[src/rtl/cfgnv_pkg.sv]
package cfgnv_pkg;

    localparam int unsigned ADDR_W   = 4;
    localparam int unsigned NV_BYTES = 6;

    typedef logic [7:0] byte_t;

    typedef enum logic [1:0] {
        ST_LOAD = 2'd0,
        ST_IDLE = 2'd1,
        ST_PROG = 2'd2
    } nv_state_t;

    localparam logic [ADDR_W-1:0] A_ID   = 4'd0;
    localparam logic [ADDR_W-1:0] A_CTRL = 4'd1;
    localparam logic [ADDR_W-1:0] A_OUT1 = 4'd2;
    localparam logic [ADDR_W-1:0] A_DIVL = 4'd3;
    localparam logic [ADDR_W-1:0] A_SEL  = 4'd4;
    localparam logic [ADDR_W-1:0] A_CAP  = 4'd5;
    localparam logic [ADDR_W-1:0] A_BCNT = 4'd6;

    localparam int unsigned BUSY_BIT = 6;
    localparam int unsigned LOCK_BIT = 5;
    localparam int unsigned PWDN_BIT = 4;
    localparam int unsigned SAVE_BIT = 0;

    // factory contents of a blank image, index i is address i+1
    function automatic byte_t nv_default(int idx);
        case (idx)
            0:       return 8'h00;
            1:       return 8'hB4;
            2:       return 8'h01;
            3:       return 8'h02;
            4:       return 8'h50;
            5:       return 8'hA0;
            default: return 8'h00;
        endcase
    endfunction

    // bits a plain write replaces (lock bit handled apart)
    function automatic byte_t wr_mask(int idx);
        case (idx)
            0:       return 8'h1F;
            4:       return 8'hF8;
            5:       return 8'hFE;
            default: return 8'hFF;
        endcase
    endfunction

    // bits that a write can only set
    function automatic byte_t sticky_mask(int idx);
        return (idx == 0) ? 8'h20 : 8'h00;
    endfunction

    // bits the image keeps on commit; power-down never stored
    function automatic byte_t store_mask(int idx);
        case (idx)
            0:       return 8'h2F;
            4:       return 8'hF8;
            5:       return 8'hFE;
            default: return 8'hFF;
        endcase
    endfunction

endpackage

[src/rtl/cfgnv_fsm.sv]
module cfgnv_fsm
    import cfgnv_pkg::*;
#(
    parameter int unsigned PROG_CYCLES = 16
) (
    input  logic              clk,
    input  logic              rst_n,
    input  logic              wr_en,
    input  logic [ADDR_W-1:0] wr_addr,
    input  logic              save_bit,
    input  logic              nv_locked,
    output logic              load,
    output logic              wr_ok,
    output logic              busy,
    output logic              commit
);

    localparam int unsigned CW = (PROG_CYCLES < 2) ? 1 : $clog2(PROG_CYCLES);

    nv_state_t      state, state_nxt;
    logic [CW-1:0]  cnt;
    logic           save_go;
    logic           cnt_zero;

    assign cnt_zero = (cnt == '0);
    assign save_go  = (state == ST_IDLE) && wr_en && (wr_addr == A_BCNT)
                      && save_bit && !nv_locked;

    always_comb begin
        state_nxt = state;
        unique case (state)
            ST_LOAD: state_nxt = ST_IDLE;
            ST_IDLE: if (save_go) state_nxt = ST_PROG;
            ST_PROG: if (cnt_zero) state_nxt = ST_IDLE;
            default: state_nxt = ST_LOAD;
        endcase
    end

    always_ff @(posedge clk) begin
        if (!rst_n) begin
            state <= ST_LOAD;
            cnt   <= '0;
        end else begin
            state <= state_nxt;
            if (save_go)
                cnt <= CW'(PROG_CYCLES - 1);
            else if (state == ST_PROG && !cnt_zero)
                cnt <= cnt - 1'b1;
        end
    end

    always_comb begin
        load   = 1'b0;
        wr_ok  = 1'b0;
        busy   = 1'b0;
        commit = 1'b0;
        unique case (state)
            ST_LOAD: load = 1'b1;
            ST_IDLE: wr_ok = 1'b1;
            ST_PROG: begin
                busy   = 1'b1;
                commit = cnt_zero;
            end
            default: load = 1'b0;
        endcase
    end

endmodule

[src/rtl/cfgnv_regs.sv]
module cfgnv_regs
    import cfgnv_pkg::*;
#(
    parameter logic       VARIANT  = 1'b1,
    parameter logic [2:0] REVISION = 3'd2
) (
    input  logic                      clk,
    input  logic                      rst_n,
    input  logic                      load,
    input  logic                      wr_ok,
    input  logic                      wr_en,
    input  logic [ADDR_W-1:0]         wr_addr,
    input  logic [7:0]                wr_data,
    input  logic [NV_BYTES-1:0][7:0]  nv_img,
    input  logic                      busy,
    input  logic [ADDR_W-1:0]         rd_addr,
    output logic [7:0]                rd_data,
    output logic [NV_BYTES-1:0][7:0]  vol_img
);

    localparam logic [3:0] VENDOR = 4'h1;

    byte_t vol [NV_BYTES];

    for (genvar i = 0; i < NV_BYTES; i++) begin : g_byte
        localparam byte_t MASK = wr_mask(i);
        localparam byte_t STKY = sticky_mask(i);
        logic hit;
        assign hit = wr_ok && wr_en && (wr_addr == ADDR_W'(i + 1));

        always_ff @(posedge clk) begin
            if (!rst_n)
                vol[i] <= nv_default(i);
            else if (load)
                vol[i] <= nv_img[i];
            else if (hit)
                vol[i] <= (vol[i] & ~MASK) | (wr_data & MASK) | (wr_data & STKY);
        end

        assign vol_img[i] = vol[i];
    end

    always_comb begin
        unique case (rd_addr)
            A_ID:    rd_data = {VARIANT, REVISION, VENDOR};
            A_CTRL:  rd_data = {1'b0, busy, vol[0][5:0]};
            A_OUT1:  rd_data = vol[1];
            A_DIVL:  rd_data = vol[2];
            A_SEL:   rd_data = vol[3];
            A_CAP:   rd_data = vol[4];
            A_BCNT:  rd_data = {vol[5][7:1], 1'b0};
            default: rd_data = 8'h00;
        endcase
    end

endmodule

[src/rtl/cfgnv_array.sv]
module cfgnv_array
    import cfgnv_pkg::*;
(
    input  logic                      clk,
    input  logic                      nv_blank_n,
    input  logic                      commit,
    input  logic [NV_BYTES-1:0][7:0]  vol_img,
    output logic [NV_BYTES-1:0][7:0]  nv_img
);

    byte_t nv [NV_BYTES];

    for (genvar i = 0; i < NV_BYTES; i++) begin : g_cell
        localparam byte_t KEEP = store_mask(i);

        always_ff @(posedge clk) begin
            if (!nv_blank_n)
                nv[i] <= nv_default(i);
            else if (commit)
                nv[i] <= vol_img[i] & KEEP;
        end

        assign nv_img[i] = nv[i];
    end

endmodule

[src/rtl/cfgnv_bank.sv]
module cfgnv_bank
    import cfgnv_pkg::*;
#(
    parameter int unsigned PROG_CYCLES = 16,
    parameter logic        VARIANT     = 1'b1,
    parameter logic [2:0]  REVISION    = 3'd2
) (
    input  logic        clk,
    input  logic        rst_n,
    input  logic        nv_blank_n,
    input  logic        wr_en,
    input  logic [3:0]  wr_addr,
    input  logic [7:0]  wr_data,
    input  logic [3:0]  rd_addr,
    output logic [7:0]  rd_data,
    output logic        busy,
    output logic        locked,
    output logic        pwrdn,
    output logic [6:0]  blk_count
);

    logic                     load_w;
    logic                     wr_ok_w;
    logic                     busy_w;
    logic                     commit_w;
    logic [NV_BYTES-1:0][7:0] vol_img;
    logic [NV_BYTES-1:0][7:0] nv_img;

    cfgnv_fsm #(
        .PROG_CYCLES (PROG_CYCLES)
    ) u_fsm (
        .clk       (clk),
        .rst_n     (rst_n),
        .wr_en     (wr_en),
        .wr_addr   (wr_addr),
        .save_bit  (wr_data[SAVE_BIT]),
        .nv_locked (nv_img[0][LOCK_BIT]),
        .load      (load_w),
        .wr_ok     (wr_ok_w),
        .busy      (busy_w),
        .commit    (commit_w)
    );

    cfgnv_regs #(
        .VARIANT  (VARIANT),
        .REVISION (REVISION)
    ) u_regs (
        .clk     (clk),
        .rst_n   (rst_n),
        .load    (load_w),
        .wr_ok   (wr_ok_w),
        .wr_en   (wr_en),
        .wr_addr (wr_addr),
        .wr_data (wr_data),
        .nv_img  (nv_img),
        .busy    (busy_w),
        .rd_addr (rd_addr),
        .rd_data (rd_data),
        .vol_img (vol_img)
    );

    cfgnv_array u_arr (
        .clk        (clk),
        .nv_blank_n (nv_blank_n),
        .commit     (commit_w),
        .vol_img    (vol_img),
        .nv_img     (nv_img)
    );

    assign busy      = busy_w;
    assign locked    = nv_img[0][LOCK_BIT];
    assign pwrdn     = vol_img[0][PWDN_BIT];
    assign blk_count = vol_img[5][7:1];

endmodule

[config.mk]
export PLATFORM = sky130hd
export DESIGN_NAME = cfgnv_bank
export DESIGN_NICKNAME = d
export VERILOG_FILES = /design/src/rtl/cfgnv_pkg.sv /design/src/rtl/cfgnv_fsm.sv /design/src/rtl/cfgnv_regs.sv /design/src/rtl/cfgnv_array.sv /design/src/rtl/cfgnv_bank.sv
export SDC_FILE = /design/constraint.sdc
export NUM_CORES = 1
export LEC_CHECK = 0
export ABC_CLOCK_PERIOD_IN_PS = 2700
export BUFFER_PORTS_ARGS = -buffer_cell sky130_fd_sc_hd__buf_4
export CAP_MARGIN = 0
export CORE_ASPECT_RATIO = 1.75
export CORE_MARGIN = 2
export CORE_UTILIZATION = 50
export CTS_CLUSTER_SIZE = 12
export DETAILED_ROUTE_END_ITERATION = 10
export PLACE_DENSITY = 0.69
export SLEW_MARGIN = 30
export SYNTH_ARGS = -nofsm -noshare
export SYNTH_HDL_FRONTEND = slang
export SYNTH_SLANG_ARGS = --single-unit
[constraint.sdc]
create_clock -name clk -period 2.7 [get_ports clk]
set_clock_uncertainty 0.15 [all_clocks]
set_input_delay 0.135 -clock clk [delete_from_list [all_inputs] [get_ports clk]]
set_output_delay 0.135 -clock clk [all_outputs]
set_load 0.005 [all_outputs]
==> results of run 1 <==
-- synth_stat cells (3+ instances only) --
| master | number |
|---|---|
| a22o_1 | 31 |
| buf_4 | 9 |
| mux2_2 | 3 |
| a21boi_0 | 6 |
| o22a_1 | 10 |
| a21oi_1 | 8 |
| and2_1 | 36 |
| nor3b_1 | 3 |
| mux2i_1 | 6 |
| inv_1 | 6 |
| clkbuf_1 | 3 |
| a221oi_1 | 4 |
| dfxtp_1 | 6 |
| buf_2 | 11 |
| nor3_1 | 3 |
| nor2_1 | 9 |
| nor2b_1 | 3 |
| nand2_1 | 19 |
| edfxtp_1 | 83 |
| nand2b_1 | 18 |
-- worst register-to-register path, stage by stage (launching register included) --
cell and delay (ps):
dfxtp_1 330, inv_1 60, ha_1 170, nor3b_2 320, nand2_1 110, nand2_2 350
buf_12 250
-- report_power, final --
part	switching, mW	leakage, nW	internal (mW)
logic	0.163	0.749	0.114
clock network	0.514	0.146	0.810
registers	0.0488	0.868	1.60
total	0.726	1.76	2.52
-- cell type report --
cell class,instances,area [um^2],area share
well taps,92,115.1,0.02383
clock buffers,11,232.7,0.04819
multi-input cells,196,1400,0.2899
flip-flops and latches,89,2613,0.5409
repair buffers,45,362.8,0.07513
clock inverters,5,80.08,0.01658
inverters,7,26.28,0.005440
-- path summary, 6_finish.rpt --
check	start	to	slack, ps	depth (start not counted)
setup / recovery	u_fsm.cnt[0]	u_arr.nv[5][7]	640	6
hold / removal	wr_data[5]	u_regs.vol[1][5]	6	2
setup reg to reg	u_fsm.cnt[0]	u_arr.nv[5][7]	640	6
hold reg to reg	u_arr.nv[1][6]	u_regs.vol[1][6]	390	1
-- flip-flops by register name, summed over array words and instances, names as in the netlist --
name	flops
u_regs.vol	42
u_fsm.state	2
u_arr.nv	41
u_fsm.cnt	4
-- logic make-up after synthesis --
group                      count (synthesis)  synth area share
AOI/OAI and AO/OA                         74            0.1409
DFF                                       89            0.6259
adders and majority gates                  1          0.002997
buffers and inverters                     31           0.03926
muxes                                      9           0.02248
and+or+nand+nor                          110            0.1643
xor gates and xnor gates                   2          0.004197
-- layer usage --
| layer | GRT usage | vias up | part of all wire |
|---|---|---|---|
| met5 | 0 | - | 0 |
| met4 | 0.1176 | 0 | 0.032 |
| met3 | 0.05097 | 22 | 0.067 |
| met2 | 0.3614 | 100 | 0.51 |
| met1 | 0.3090 | 1343 | 0.39 |
| li1 | - | 1248 | - |
==> results.md, run 1 <==
* H-tree depth at 3
* Root Driver: clkbuf_16
* Count of final hold-check violations at 0
* Post-cts gate resize count at 0
* Critical path's top delay family: simple AND/OR/NAND/NOR gates
* Worst hold path class: in2reg
* Pre-CTS WS at approximately 620 ps
* CTS tree: done
* Antenna-violating nets left at 0
* Gr usage total at 0.2351
* Arrival time worst endpoint at 1950 ps
* Grt ovf at 0
* Min Tclk post-route at approximately 2100 ps
* Drt pass-1 iters at 4
* Io pins at 38
* Drt drc at 0
* Synth warn at 0
* Final GP Congestion at 0.8103
* Final WL at roughly 10000 um
* CP Cell Sequence: inv_1 > ha_1 > nor3b_2 > nand2_1 > nand2_2 > buf_12
* Routed vias/inst at roughly 6.1
* Initial Utilization at 0.5088
* DP Wirelength at 6835 um
* Post-DP Area at between 4000 and 5000 um^2
* Syn_nets at between 300 and 400
* Worst Setup End Kind: flop
* RSZ-0062 raised after global routing: no
* Total CTS buffers at 9
* Share of post-route cells with drive strength above 1 at 0.1926
* Status: finished, final reports clean
* Die Ht at around 120 um
* Slew @ Worst Pin at between 500 and 600 ps
* Non-filler cells, final at ~450
* Port Buffers at 37
* Die area at approximately 9100 um^2
* Ranking of synthesized cells by area: edfxtp_1 (60%), a22o_1 (6.5%), and2_1 (5.4%)
* Buf/Inv on CP at 2
* Dominant synthesized flop cell: edfxtp_1
* Most common cell after layout, fill and taps aside: edfxtp_1
* Most frequent cells in the layout: edfxtp_1 (83), buf_4 (39), and2_1 (36), a22o_1 (31)
* Final period util at 0.7639
* Core area at 8203 um^2
* Slew HR at 0.6431
* Static Leak at roughly 1.8 nW
* Area Overhead vs Synth at 15.71%
* Pin count of the biggest net entering global routing at 42
* Slew Viols, Final at 0
* Syn_area_per_cell at around 13 um^2
* Via Count at 2713
* Setup Buffers After CTS at 0
* Crit Path Max Fanout at 25
* Setup ws final at around 640 ps
* Slowest stage delay, CP at roughly 350 ps
* Sequential area share after synthesis at 0.6259
* Synth Cell Area at about 4200 um^2
* Ant diodes at 0
* Syn Inst Count at around 320
* VDD IR max at roughly 0.0004 V
* Post-route cell area at slightly below 5000 um^2
* First-pass GRT wire length at ~15000 um
* Seq cells post-synth at 89
* Clock Sinks at just under 90
* P per Cell Area at approximately 670 nW/um^2
* Hold_buf cts at 5
* Skew-Pair Late Insertion Delay at between 300 and 400 ps
* CP required at approximately 2600 ps
* Placed Cells at ~420
* Asr flop ratio synth at 0
* Crit start category: flop
* Total power at between 3 and 4 mW
* Die width at 73.07 um
* Kind of critical path: reg2reg
* Synth cell types at 51
* Post-synth top area share at 0.5971
* Fill count at around 680
* Initial antenna violation count at 0
* Hold_ws at approximately 6.3 ps
* Post-synth EDFFs at 83
* Max stage delay cell, worst path: nand2_2
* Vias in the first global route at between 2000 and 3000
* # rows at 44
* DR iter-0 viols at roughly 270
* Clk buf depth at 2
* CTS clk-pin slew, worst paths at about 60 ps
* Maximum clock rate at 484.8 MHz
* Core Util, Final at 0.5888
* Max-cap violation count at 0
* Final-report setup violation count at 0
* Largest area contributor in the netlist: edfxtp_1
* WL/cell at 22.56 um
* NumNets Final at around 370
* Setup TNS at 0 ps
(Power assumes the default switching activity.)
==> run 2, diff against run 1 <==
- ABC_CLOCK_PERIOD_IN_PS: 2700 -> 1860
- PLACE_DENSITY: 0.69 -> 0.72
- clock period: 2.7 -> 1.86 ns (I/O delays scaled with it)
==> results.md, run 2 (synthesized netlist as in run 1, its figures left out) <==
* Status: finished with violations
* Failing checks: negative setup slack
* Gr usage total at 0.2294
* CP required at 1620 ps
* Max stage delay cell, worst path: edfxtp_1
* Clk buf depth at 2
* Io pins at 38
* Die Ht at between 100 and 150 um
* Die area at just over 9000 um^2
* Most common cell after layout, fill and taps aside: edfxtp_1
* Drt drc at 0
* Min Tclk post-route at 1868 ps
* Area Overhead vs Synth at 19.42%
* Final-report setup violation count at 1
* Pre-CTS WS at 14.36 ps
* DP Wirelength at ~6900 um
* Clock Sinks at a little under 90
* Pin count of the biggest net entering global routing at between 40 and 50
* Slowest stage delay, CP at 410 ps
* Max-cap violation count at 0
* Vias in the first global route at 2855
* Count of final hold-check violations at 0
* Non-filler cells, final at 461
* Arrival time worst endpoint at 1620 ps
* # rows at 44
* VDD IR max at 0.0005144 V
* Hold depth at 3
* Largest Register: u_regs.vol
* Root Driver: clkbuf_16
* Routed vias/inst at around 6
* Slew HR at 0.7443
* R2r endpoint: u_arr.nv[2][2]
* RSZ-0062 raised after global routing: yes
* Slew @ Worst Pin at 372.9 ps
* Skew-Pair Late Insertion Delay at between 300 and 400 ps
* Antenna-violating nets left at 0
* Total CTS buffers at 9
* Worst Setup End Kind: output port
* Setup ws final at -7.717 ps
* Share of post-route cells with drive strength above 1 at 0.2331
* Initial Utilization at 0.5088
* NumNets Final at ~390
* Hold_ws at just over 80 ps
* Port Buffers at 37
* Kind of critical path: reg2out
* Biggest registers after layout: u_regs.vol: 42 flops, u_arr.nv: 41 flops, u_fsm.cnt: 4 flops
* Via Count at around 2800
* Die width at 73.07 um
* Total power at between 4 and 5 mW
* CP Cell Sequence: mux2_4 > a221oi_2 > buf_4 > nor3_2 > buf_4
* Grt ovf at 0
* Most frequent cells in the layout: edfxtp_1 (83), buf_4 (49), and2_1 (35), a22o_1 (31), nand2_1 (18)
* CTS clk-pin slew, worst paths at ~60 ps
* Worst Hold Endpoint: u_regs.vol[2][0]
* Post-DP Area at 4592 um^2
* Reg-to-Reg Start: u_fsm.cnt[0]
* Placed Cells at about 440
* WL/cell at 21.31 um
* Crit Path Max Fanout at 2
* Setup TNS at -7.717 ps
* Max reg flops at 42
* Hold Startpoint: wr_addr[1]
* Slew Viols, Final at 0
* Drt pass-1 iters at 5
* Static Leak at about 1.8 nW
* Most used cell, CP: buf_4
* R2R Setup Slk at 80 ps
* Ant diodes at 0
* Core area at between 8000 and 9000 um^2
* DR iter-0 viols at roughly 280
* Core Util, Final at 0.6077
* H-tree depth at 3
* Crit start category: flop
* CTS tree: done
* Fill count at 651
* Reg2Reg Depth at 6
* Initial antenna violation count at 0
* Final GP Congestion at ~0.85
* P per Cell Area at about 900 nW/um^2
* First-pass GRT wire length at around 15000 um
* Maximum clock rate at ~540 MHz
* Worst hold path class: in2reg
* Post-route cell area at around 5000 um^2
* Final period util at 1.004
* Final WL at slightly below 10000 um
## run 2: changes by cell type in the layout (fill, tap and decap cells not counted), moves of 2 or more
| cell | previous run | this run |
|---|---|---|
| buf_12 | 1 | 4 |
| buf_4 | 39 | 49 |
| bufinv_16 | 2 | 0 |
| clkbuf_1 | 2 | 0 |
| clkinv_1 | 0 | 2 |
| dlygate4sd3_1 | 5 | 9 |
| mux2i_1 | 6 | 4 |
| mux2i_2 | 0 | 2 |
## run 2: worst max-delay path by stage
stage / startpoint / to / slack (ps)
2_1_floorplan: u_fsm.cnt[0] / u_arr.nv[0][0] / 110
3_3_place_gp: u_fsm.state[0] / u_regs.vol[5][6] / 60
3_5_place_dp: u_fsm.state[0] / u_regs.vol[5][4] / 10
4_1_cts: u_regs.vol[5][1] / rd_data[1] / -20
5_1_grt: u_regs.vol[5][1] / rd_data[1] / -60
6_report: u_regs.vol[5][1] / rd_data[1] / -8
## run 2: what timing repair did
item,in CTS,in global routing
resized for setup,5,2
hold buffers,9,0
pin swaps,0,1
setup buffers,1,1
endpoints found under the setup margin,3,17
endpoints found under the hold margin,47,0
## run 2: routing by layer
| metal | GRT usage | wire length (um) | up-vias |
|---|---|---|---|
| li1 | - | - | 1287 |
| met1 | 0.2822 | 3877 | 1376 |
| met2 | 0.3725 | 5077 | 107 |
| met3 | 0.05421 | 536 | 18 |
| met4 | 0.1068 | 335 | 0 |
| met5 | 0 | 0 | - |
## run 2: layout make-up
class                   count  area, um^2  area share
repair buffers             62       538.0      0.1079
clock buffers               9       225.2     0.04518
well taps                  92       115.1     0.02309
flip-flops and latches     89        2613      0.5241
inverters                   7       26.28    0.005271
clock inverters             6       36.28    0.007279
multi-input cells         196        1431      0.2871
## run 2: power breakdown
part	internal (mW)	switching [mW]
clock	0.887	0.732
sequential	2.31	0.0667
combinational	0.212	0.251
total	3.41	1.05
## run 2: worst max-delay path: cells and delay by family (launching register included)
kind,cells,cell delay (ps)
DFF,1,410
and+or+nand+nor,1,40
buffers and inverters,2,310
AOI/OAI and AO/OA,1,250
muxes,1,280
